$ cat src/rtl/ccd_timing_pkg.sv
package ccd_timing_pkg;

  typedef enum logic [1:0] {
    CLS_NONE   = 2'd0,
    CLS_DUMMY  = 2'd1,
    CLS_OB     = 2'd2,
    CLS_ACTIVE = 2'd3
  } pix_class_e;

  // strobes from sequencer to output datapath
  typedef struct packed {
    logic       loadCfg;  // line accepted: capture enables and polarity
    logic       trOn;     // transfer stage
    logic       rsOn;     // first cycle of a pixel period
    logic       phiHigh;  // raw phase-1 level
    pix_class_e cls;      // group of current pixel
  } strobe_t;

endpackage

$ cat src/rtl/ccd_seq_ctrl.sv
module ccd_seq_ctrl
  import ccd_timing_pkg::*;
#(
  parameter int TIME_W  = 8,
  parameter int PER_W   = 6,
  parameter int DUM_W   = 6,
  parameter int OB_W    = 6,
  parameter int ACT_W   = 10,
  parameter int MIN_TR  = 20,
  parameter int MIN_GRD = 20,
  parameter int MIN_PER = 4
) (
  input  logic              clk,
  input  logic              rst,
  input  logic              lineStart,
  input  logic [TIME_W-1:0] trWidth,
  input  logic [TIME_W-1:0] guardLen,
  input  logic [PER_W-1:0]  pixPeriod,
  input  logic [DUM_W-1:0]  dummyReg,
  input  logic [OB_W-1:0]   obReg,
  input  logic [ACT_W-1:0]  activeCnt,
  output strobe_t           strobes
);

  localparam int CNT_W  = (TIME_W > PER_W) ? TIME_W : PER_W;
  localparam int PIXN_W = $clog2((1 << DUM_W) + (1 << OB_W) + (1 << ACT_W));

  typedef enum logic [2:0] {
    ST_IDLE, ST_GUARD_A, ST_TRANSFER, ST_GUARD_B, ST_PIXELS
  } seq_state_e;

  seq_state_e        state;
  logic [CNT_W-1:0]  cnt;
  logic [PIXN_W-1:0] pixIdx;

  // captured settings
  logic [CNT_W-1:0]  guardS, trS, perS;
  logic [PIXN_W-1:0] dumEndS, obEndS, pixTotalS;

  // clamped live settings
  logic [CNT_W-1:0]  guardEff, trEff, perEff;
  logic [PIXN_W-1:0] dumEff, obEff, dumEndEff, obEndEff, totEff;

  always_comb begin
    guardEff = CNT_W'(guardLen);
    if (guardEff < CNT_W'(MIN_GRD)) guardEff = CNT_W'(MIN_GRD);
    trEff = CNT_W'(trWidth);
    if (trEff < CNT_W'(MIN_TR)) trEff = CNT_W'(MIN_TR);
    perEff = CNT_W'(pixPeriod);
    if (perEff < CNT_W'(MIN_PER)) perEff = CNT_W'(MIN_PER);
    dumEff = PIXN_W'(dummyReg);
    if (dumEff == '0) dumEff = PIXN_W'(1);
    obEff = PIXN_W'(obReg);
    if (obEff == '0) obEff = PIXN_W'(1);
    dumEndEff = dumEff - PIXN_W'(1);
    obEndEff  = dumEndEff + obEff;
    totEff    = obEndEff + PIXN_W'(activeCnt);
  end

  logic accept;
  assign accept = (state == ST_IDLE) && lineStart;

  always_ff @(posedge clk) begin
    if (rst) begin
      state     <= ST_IDLE;
      cnt       <= '0;
      pixIdx    <= '0;
      guardS    <= CNT_W'(MIN_GRD);
      trS       <= CNT_W'(MIN_TR);
      perS      <= CNT_W'(MIN_PER);
      dumEndS   <= '0;
      obEndS    <= PIXN_W'(1);
      pixTotalS <= PIXN_W'(1);
    end else begin
      unique case (state)
        ST_IDLE: begin
          cnt    <= '0;
          pixIdx <= '0;
          if (accept) begin
            guardS    <= guardEff;
            trS       <= trEff;
            perS      <= perEff;
            dumEndS   <= dumEndEff;
            obEndS    <= obEndEff;
            pixTotalS <= totEff;
            state     <= ST_GUARD_A;
          end
        end
        ST_GUARD_A: begin
          if (cnt == guardS - CNT_W'(1)) begin
            cnt   <= '0;
            state <= ST_TRANSFER;
          end else cnt <= cnt + CNT_W'(1);
        end
        ST_TRANSFER: begin
          if (cnt == trS - CNT_W'(1)) begin
            cnt   <= '0;
            state <= ST_GUARD_B;
          end else cnt <= cnt + CNT_W'(1);
        end
        ST_GUARD_B: begin
          if (cnt == guardS - CNT_W'(1)) begin
            cnt    <= '0;
            pixIdx <= '0;
            state  <= ST_PIXELS;
          end else cnt <= cnt + CNT_W'(1);
        end
        ST_PIXELS: begin
          if (cnt == perS - CNT_W'(1)) begin
            cnt <= '0;
            if (pixIdx == pixTotalS - PIXN_W'(1)) begin
              pixIdx <= '0;
              state  <= ST_IDLE;
            end else pixIdx <= pixIdx + PIXN_W'(1);
          end else cnt <= cnt + CNT_W'(1);
        end
        default: state <= ST_IDLE;
      endcase
    end
  end

  logic inPix;
  assign inPix = (state == ST_PIXELS);

  always_comb begin
    strobes.loadCfg = accept;
    strobes.trOn    = (state == ST_TRANSFER);
    strobes.rsOn    = inPix && (cnt == '0);
    strobes.phiHigh = inPix && !pixIdx[0];
    if (!inPix)                strobes.cls = CLS_NONE;
    else if (pixIdx < dumEndS) strobes.cls = CLS_DUMMY;
    else if (pixIdx < obEndS)  strobes.cls = CLS_OB;
    else                       strobes.cls = CLS_ACTIVE;
  end

  // pixel index never passes the captured line length
  p_pix_bound_r6: assert property (@(posedge clk) disable iff (rst)
    inPix |-> (pixIdx < pixTotalS));

  // a request during a running line leaves the captured settings alone
  p_busy_ignore_r9: assert property (@(posedge clk) disable iff (rst)
    (state != ST_IDLE && lineStart) |=>
      ($stable(pixTotalS) && $stable(perS) && $stable(trS) && $stable(guardS)));

endmodule

$ cat src/rtl/ccd_drive_dp.sv
module ccd_drive_dp
  import ccd_timing_pkg::*;
#(
  parameter int MIN_TR = 20
) (
  input  logic       clk,
  input  logic       rst,
  input  strobe_t    strobes,
  input  logic [3:0] enMask,
  input  logic [2:0] invMask,
  output logic       phi1,
  output logic       phi2,
  output logic       rsOut,
  output logic       trOut,
  output logic [1:0] pixClass
);

  localparam int RUN_W = $clog2(MIN_TR + 1);

  logic [3:0] enQ;
  logic [2:0] invQ;
  logic       trRawQ, rsRawQ;
  logic [RUN_W-1:0] trRun;

  // enables and polarity used for the next output cycle
  logic [3:0] enUse;
  logic [2:0] invUse;
  assign enUse  = (rst || strobes.loadCfg) ? enMask  : enQ;
  assign invUse = (rst || strobes.loadCfg) ? invMask : invQ;

  logic rawP1, rawP2, rawRs, rawTr;
  always_comb begin
    if (rst) begin
      rawP1 = 1'b0;
      rawP2 = 1'b1;
      rawRs = 1'b0;
      rawTr = 1'b0;
    end else begin
      rawP1 = strobes.phiHigh;
      rawP2 = !strobes.phiHigh;
      rawRs = strobes.rsOn;
      rawTr = strobes.trOn;
    end
  end

  always_ff @(posedge clk) begin
    enQ      <= enUse;
    invQ     <= invUse;
    phi1     <= (enUse[0] & rawP1) ^ invUse[0];
    phi2     <= (enUse[1] & rawP2) ^ invUse[0];
    rsOut    <= (enUse[2] & rawRs) ^ invUse[1];
    trOut    <= (enUse[3] & rawTr) ^ invUse[2];
    pixClass <= rst ? CLS_NONE : strobes.cls;
    rsRawQ   <= rawRs;
    trRawQ   <= rawTr;
    if (rst || !rawTr) trRun <= '0;
    else if (trRawQ && trRun != RUN_W'(MIN_TR)) trRun <= trRun + RUN_W'(1);
  end

  // reset-gate pulse lasts a single cycle
  p_rs_single_r5: assert property (@(posedge clk) disable iff (rst)
    rsRawQ |=> !rsRawQ);

  // a transfer pulse never ends before the minimum width
  p_tr_min_r2: assert property (@(posedge clk) disable iff (rst)
    (trRawQ && !strobes.trOn) |-> (trRun >= RUN_W'(MIN_TR - 1)));

  // enabled shift clocks stay complementary on the pins
  p_phi_compl_r4: assert property (@(posedge clk) disable iff (rst)
    (enQ[0] && enQ[1]) |-> (phi1 != phi2));

endmodule

$ cat src/rtl/ccd_timing_gen.sv
module ccd_timing_gen
  import ccd_timing_pkg::*;
#(
  parameter int TIME_W  = 8,
  parameter int PER_W   = 6,
  parameter int DUM_W   = 6,
  parameter int OB_W    = 6,
  parameter int ACT_W   = 10,
  parameter int MIN_TR  = 20,
  parameter int MIN_GRD = 20,
  parameter int MIN_PER = 4
) (
  input  logic              clk,
  input  logic              rst,
  input  logic              lineStart,
  input  logic [3:0]        enMask,
  input  logic [2:0]        invMask,
  input  logic [TIME_W-1:0] trWidth,
  input  logic [TIME_W-1:0] guardLen,
  input  logic [PER_W-1:0]  pixPeriod,
  input  logic [DUM_W-1:0]  dummyReg,
  input  logic [OB_W-1:0]   obReg,
  input  logic [ACT_W-1:0]  activeCnt,
  output logic              phi1,
  output logic              phi2,
  output logic              rsOut,
  output logic              trOut,
  output logic [1:0]        pixClass
);

  strobe_t strobes;

  ccd_seq_ctrl #(
    .TIME_W(TIME_W), .PER_W(PER_W), .DUM_W(DUM_W), .OB_W(OB_W), .ACT_W(ACT_W),
    .MIN_TR(MIN_TR), .MIN_GRD(MIN_GRD), .MIN_PER(MIN_PER)
  ) u_ctrl (
    .clk(clk), .rst(rst), .lineStart(lineStart),
    .trWidth(trWidth), .guardLen(guardLen), .pixPeriod(pixPeriod),
    .dummyReg(dummyReg), .obReg(obReg), .activeCnt(activeCnt),
    .strobes(strobes)
  );

  ccd_drive_dp #(.MIN_TR(MIN_TR)) u_dp (
    .clk(clk), .rst(rst), .strobes(strobes),
    .enMask(enMask), .invMask(invMask),
    .phi1(phi1), .phi2(phi2), .rsOut(rsOut), .trOut(trOut),
    .pixClass(pixClass)
  );

endmodule

$ cat config.mk
export PLATFORM = sky130hd
export DESIGN_NAME = ccd_timing_gen
export DESIGN_NICKNAME = d
export VERILOG_FILES = /design/src/rtl/ccd_timing_pkg.sv /design/src/rtl/ccd_seq_ctrl.sv /design/src/rtl/ccd_drive_dp.sv /design/src/rtl/ccd_timing_gen.sv
export SDC_FILE = /design/constraint.sdc
export NUM_CORES = 1
export LEC_CHECK = 0
export CAP_MARGIN = 20
export CORE_UTILIZATION = 58
export DETAILED_ROUTE_END_ITERATION = 8
export PLACE_DENSITY = 0.91
export SYNTH_ARGS = -nofsm -noshare
export SYNTH_HDL_FRONTEND = slang
export SYNTH_SLANG_ARGS = --single-unit
$ cat constraint.sdc
create_clock -name clk -period 6.7 [get_ports clk]
set_input_delay 2.01 -clock clk [delete_from_list [all_inputs] [get_ports clk]]
set_output_delay 2.01 -clock clk [all_outputs]
set_load 0.03 [all_outputs]
**After elaboration in Yosys (flattened, before gate mapping)**

Cells that the tools add are included.

- Logic and storage cells: 100
- Output and inout bits: 6
- Register bits: 92
- Bits of input ports: 54

- Bitwise operators: 9
- Reductions and logical operators: 18
- Add/sub/neg operators: 9
- Multiplexer cells: 28
- Magnitude comparators: 5
- Equality and inequality tests: 14

Operators with widths:

| kind | count |
|---|---|
| 8-bit 2-to-1 mux | 5 |
| 11-bit 2-to-1 mux | 3 |
| 11-bit case mux with 3 select lines | 1 |
| 8-bit case mux with 4 select lines | 1 |
| 8-bit equality test | 3 |
| 8-bit by 1-bit subtractor with 8-bit output, second input constant | 3 |
| 11-bit < comparator | 2 |
| 3-bit 2-to-1 mux | 7 |
| 6-bit 2-to-1 mux | 3 |
| 8-bit by 5-bit < comparator with 1-bit output, second input constant | 2 |
| 3-bit case mux with 5 select lines | 1 |
| 6-bit logical NOT | 2 |
| 11-bit by 1-bit adder with 11-bit output, second input constant | 1 |
| 11-bit by 10-bit adder with 11-bit output | 1 |
| 11-bit by 6-bit adder with 11-bit output | 1 |
| 11-bit equality test | 1 |
| 11-bit by 1-bit subtractor with 11-bit output, second input constant | 1 |
| 8-bit by 1-bit adder with 8-bit output, second input constant | 1 |
| 8-bit logical NOT | 1 |
| 6-bit by 1-bit subtractor with 7-bit output, second input constant | 1 |
| 3-bit by 2-bit equality test with 1-bit output, second input constant | 2 |
| 6-bit by 3-bit < comparator with 1-bit output, second input constant | 1 |
| 1-bit 2-to-1 mux | 6 |
| 2-bit by 1-bit inequality test with 1-bit output, second input constant | 3 |
| 18 further kinds | 30 |

**Depth between registers and ports, before layout**

- Word-level depth: 6
- Depth in mapped cells: 18
- Mapped depth without buffers: 18

**Modules after synthesis**

Synthesis repeated with hierarchy kept, for this count alone.

- Cell total of the unflattened synthesis: 732
- Area total of the unflattened synthesis: 5,941.9 µm²

By module, submodules not included:

| module | area an instance (µm²) | times used | cells an instance | seq. area each (µm²) |
|---|---|---|---|---|
| ccd_seq_ctrl | 5,442.7 | 1 | 694 | 1,521.5 |
| ccd_drive_dp | 499.2 | 1 | 38 | 260.2 |

**Worst setup path before layout**

No wires, ideal clock.

- Path kind: input-to-reg
- Start point: input dummyReg[4]
- End point: register u_ctrl.pixTotalS[9]
- Buffers on the path: 0
- Library setup time: 0.070 ns
- Arrival time: 5.558 ns
- Stages: 18
- Data required time: 6.630 ns
- Slack: 1.071 ns
- Cells stage by stage: nor4_1 a21oi_1 ha_1 inv_1 fa_1 a21o_1 a21oi_1 nor2b_1 o21a_1 nor2_1 xor2_1 ha_1 or2_2 o31a_1 a311oi_1 xnor2_1 nand2_1 a21oi_1

- Cells in the longest elaborated chain, start to end: 5

Ends and longest elaborated chain:

| element | RTL line | source |
|---|---|---|
| from (decl) | ccd_timing_gen.sv:21 | `input logic [DUM_W-1:0] dummyReg,` |
| 6-bit logical NOT | ccd_seq_ctrl.sv:52 | `if (dumEff == '0) dumEff = PIXN_W'(1);` |
| 6-bit 2-to-1 mux | ccd_seq_ctrl.sv:52 |  |
| 6-bit by 1-bit subtractor with 7-bit output | ccd_seq_ctrl.sv:55 | `dumEndEff = dumEff - PIXN_W'(1);` |
| named net u_ctrl.dumEndEff[0] | ccd_seq_ctrl.sv:42 | `logic [PIXN_W-1:0] dumEff, obEff, dumEndEff, obEndEff, totEff;` |
| 11-bit by 6-bit adder with 11-bit output | ccd_seq_ctrl.sv:56 | `obEndEff = dumEndEff + obEff;` |
| named net u_ctrl.obEndEff[6] | ccd_seq_ctrl.sv:42 |  |
| 11-bit by 10-bit adder with 11-bit output | ccd_seq_ctrl.sv:57 | `totEff = obEndEff + PIXN_W'(activeCnt);` |
| to (signal assigned) | ccd_seq_ctrl.sv:85 | `pixTotalS <= totEff;` |
| to (decl) | ccd_seq_ctrl.sv:38 | `logic [PIXN_W-1:0] dumEndS, obEndS, pixTotalS;` |

The timed path passes the listed nets, and every way through them passes these cells.
A chain may end at the register's enable or synchronous reset.

**Worst setup path in the final report**

- Start point: input dummyReg[2]
- End point: register u_ctrl.pixTotalS[9]

Same word-level chain as after synthesis.

==> reports/results.ini <==
[detailed_routing]
drt_iter0_drc=226
antenna_left=0
via_per_inst=6.013
num_vias=5063
route.detailed.drc=0
detail_route.first_pass.iterations=5
average_wire_per_cell_in_the_routed_design_um=16.21
finalWirelength_mm=13.65

[clock_tree]
tritoncts.num_buffers=9
cts_hold_repair.buffers=0
cts.reportedPaths.clkPinSlew_ns=0.09
clock_network_latency_to_the_later_pin_of_the_worst_skew_pair_ns=0.37
ctsRootBufferMaster=sky130_fd_sc_hd__clkbuf_8
tritoncts_clock_tree=built
cts_resized=0
post-cts-setup-buffer-count=0
cts-htree-levels=3
max-clock-path-buffers=2
cts_num_sinks=86

[worst_setup_path]
rr_endpoint=u_ctrl.pixIdx[0]$_SDFFE_PP0P_
startpoint_type=input port
end_kind=flip-flop
r2r_slack_ns=3.89
timing.setup.critical_path_class=input port to flip-flop
critPathArrivalTime_ns=6.52
worstRegToRegCells=9
critical_path.reg2reg.startpoint=u_ctrl.pixTotalS[0]$_SDFFE_PP1P_
cp_data_required_time_ns=7.00
cp_max_fo=4

[grt]
initial_antenna_violation_count=0
track_usage=0.2821
global_route.overflow_total=0
first_global_vias=5020
grt_max_degree=62
grt_pass1_wl_mm=22.76

[finish]
final_layout_size_suffix_gt1_frac=0.08555
finish.net_count=810
final_core_util=0.6947
n_fill_cell=730
syn2layout_area_growth_pct=14.28
number_of_antenna_repair_diodes=0

[placement]
final_gp_congestion=0.8855
dpl_worst_slack_ns=0.05031
port_buffers=59
detailed_place_hpwl_mm=10.05

[sta]
highest_clock_rate_mhz=160.6
worst_pin_slew_ns=0.6431
grt_setup_unrepaired=no
finalSetupViolCount=0
skew_ns=0.007004
timing_max_transition_violations_final=0
period_needed_ns=6.225
final.period_utilization=0.9291
final_setup_margin_ns=0.4749
final-hold-violation-count=0
timing.setup.tns_ns=0
slew-limit-headroom=0.5712

[synth]
mappedNetlistArea_mm2=0.005697
synth_top_cells_by_count=sky130_fd_sc_hd__dfxtp_1, sky130_fd_sc_hd__nand2_1, sky130_fd_sc_hd__a21oi_1, sky130_fd_sc_hd__ha_1, sky130_fd_sc_hd__xnor2_1
seq_area_frac_synth=0.3022
synth-warning-count=0
synth-edff-count=0
yosys-top-cells-area=sky130_fd_sc_hd__dfxtp_1, sky130_fd_sc_hd__ha_1, sky130_fd_sc_hd__xnor2_1, sky130_fd_sc_hd__nand2_1, sky130_fd_sc_hd__xor2_1
synth_register_bits=86
syn_avg_cell_area_um2=8.490
mappedNetlistNets=772
yosys.area.top_type_share=0.3022
yosysTopAreaCell=sky130_fd_sc_hd__dfxtp_1
library_cell_with_the_highest_instance_count_after_synthesis=sky130_fd_sc_hd__dfxtp_1
share_of_flip_flops_with_an_asynchronous_set_or_reset=0
synth_cell_types=79
ys_dominant_reg_cell=sky130_fd_sc_hd__dfxtp_1
netlist_instances=671

[worst_hold_path]
holdPathStages=2
holdPathEnd=u_ctrl.obEndS[7]$_SDFFE_PP0P_
hp-class=flip-flop to flip-flop
min_from=u_ctrl.obEndS[7]$_SDFFE_PP0P_

[power]
power_leakage_uw=0.002506
pd_cells_mw_per_mm2=296.5
post_layout_total_power_uw=1930
peakVddDrop_v=0.0001491

[floorplan]
initial_utilization=0.6079
fp.dieArea_mm2=0.01022
pin_count=60
core_region_area_mm2=0.009371
rows=35
die-width_um=101.1
vert_die_dim_um=101.1

[flow_run]
maxCapViolCount=0

[outcome]
run_status=complete, no violations

[metal layers]
metal / GRT usage / vias up / wire [µm]
li1: - / 2449 / -
met1: 0.3161 / 2388 / 5491
met2: 0.5024 / 180 / 6830
met3: 0.05409 / 46 / 812
met4: 0.1561 / 0 / 517
met5: 0 / - / 0
[stage by stage]
step | cells | hold slack (ns) | area (µm²)
after floorplan | 671 | 0.4225 | 5697
after global placement | 827 | 0.4338 | 6306
after detailed placement | 827 | 0.4333 | 6306
after CTS | 842 | 0.4475 | 6504
after global routing | 842 | 0.4768 | 6510
final | 842 | 0.4485 | 6510
[power by group]
part           switching (µW)  internal, µW  total (µW)  leakage [µW]
logic                     465           374         839       0.00170
clock network             194           181         375     0.0000983
registers                 109           607         716      0.000705
total                     768          1160        1930       0.00251
[kinds of logic (layout without fill, tap and decap cells)]
| kind of cell | count (synthesis) | in the layout | share of synthesized area |
|---|---|---|---|
| DFF | 86 | 86 | 0.3022 |
| xor gates and xnor gates | 74 | 74 | 0.1195 |
| adders and majority gates | 47 | 47 | 0.1059 |
| and+or+nand+nor | 229 | 229 | 0.2084 |
| AOI/OAI and AO/OA | 153 | 153 | 0.1922 |
| muxes | 9 | 9 | 0.01713 |
| buffers and inverters | 73 | 115 | 0.05469 |
[critical path: stages]
cell	delay, ns
sky130_fd_sc_hd__clkdlybuf4s50_1	0.50
sky130_fd_sc_hd__nor4_2	0.39
sky130_fd_sc_hd__a21oi_1	0.19
sky130_fd_sc_hd__ha_1	0.32
sky130_fd_sc_hd__inv_1	0.07
sky130_fd_sc_hd__fa_1	0.45
sky130_fd_sc_hd__a21o_1	0.19
sky130_fd_sc_hd__a21oi_1	0.22
sky130_fd_sc_hd__nor2b_1	0.10
sky130_fd_sc_hd__o21a_1	0.19
sky130_fd_sc_hd__nor2_1	0.13
sky130_fd_sc_hd__xor2_1	0.26
sky130_fd_sc_hd__ha_1	0.30
sky130_fd_sc_hd__or2_2	0.29
sky130_fd_sc_hd__o31a_1	0.12
sky130_fd_sc_hd__a311oi_1	0.40
sky130_fd_sc_hd__xnor2_1	0.17
sky130_fd_sc_hd__nand2_1	0.07
sky130_fd_sc_hd__a21oi_1	0.15
[flip-flops by register name, indices dropped and copies added (netlist names)]
register / flops
u_ctrl.obEndS: 11
u_ctrl.pixIdx: 11
u_ctrl.pixTotalS: 11
u_ctrl.cnt: 8
u_ctrl.guardS: 8
u_ctrl.trS: 8
u_ctrl.dumEndS: 7
u_ctrl.perS: 6
u_dp.enQ: 4
u_ctrl.state: 3
u_dp.invQ: 3
u_dp.pixClass: 2
u_dp.phi1: 1
u_dp.phi2: 1
u_dp.rsOut: 1
u_dp.trOut: 1
[layout make-up]
type                    instances  area, µm²  area share
clock buffers                  10      137.6     0.02114
clock inverters                 5      60.06    0.009225
inverters                      37      138.9     0.02133
multi-input cells             512       3675      0.5645
flip-flops and latches         86       1722      0.2645
well taps                     129      161.4     0.02479
repair buffers                 63      615.6     0.09456
[worst max-delay path by stage]
stage	startpoint	endpoint	slack [ns]	depth (start not counted)
2_1_floorplan	dummyReg[4]	u_ctrl.pixTotalS[9]$_SDFFE_PP0P_	1.07	18
3_3_place_gp	dummyReg[2]	u_ctrl.pixTotalS[9]$_SDFFE_PP0P_	0.41	19
3_5_place_dp	dummyReg[2]	u_ctrl.pixTotalS[9]$_SDFFE_PP0P_	0.05	19
4_1_cts	dummyReg[2]	u_ctrl.pixTotalS[9]$_SDFFE_PP0P_	0.41	19
5_1_grt	dummyReg[2]	u_ctrl.pixTotalS[9]$_SDFFE_PP0P_	0.14	19
6_report	dummyReg[2]	u_ctrl.pixTotalS[9]$_SDFFE_PP0P_	0.47	19
[placed cells by master (no fill, tap or decap), drive strengths merged, types with 8 or more instances in the layout]
cell / instances
ha: 45
nor4: 9
nor2: 51
clkbuf: 10
a22o: 8
xor2: 33
a21o: 8
clkdlybuf4s50: 58
o21bai: 8
nor3: 24
a21oi: 46
dfxtp: 86
o21ai: 21
inv: 37
nand2: 80
a211oi: 15
xnor2: 40
nand3: 11
Power figures use the tool's default switching activity.
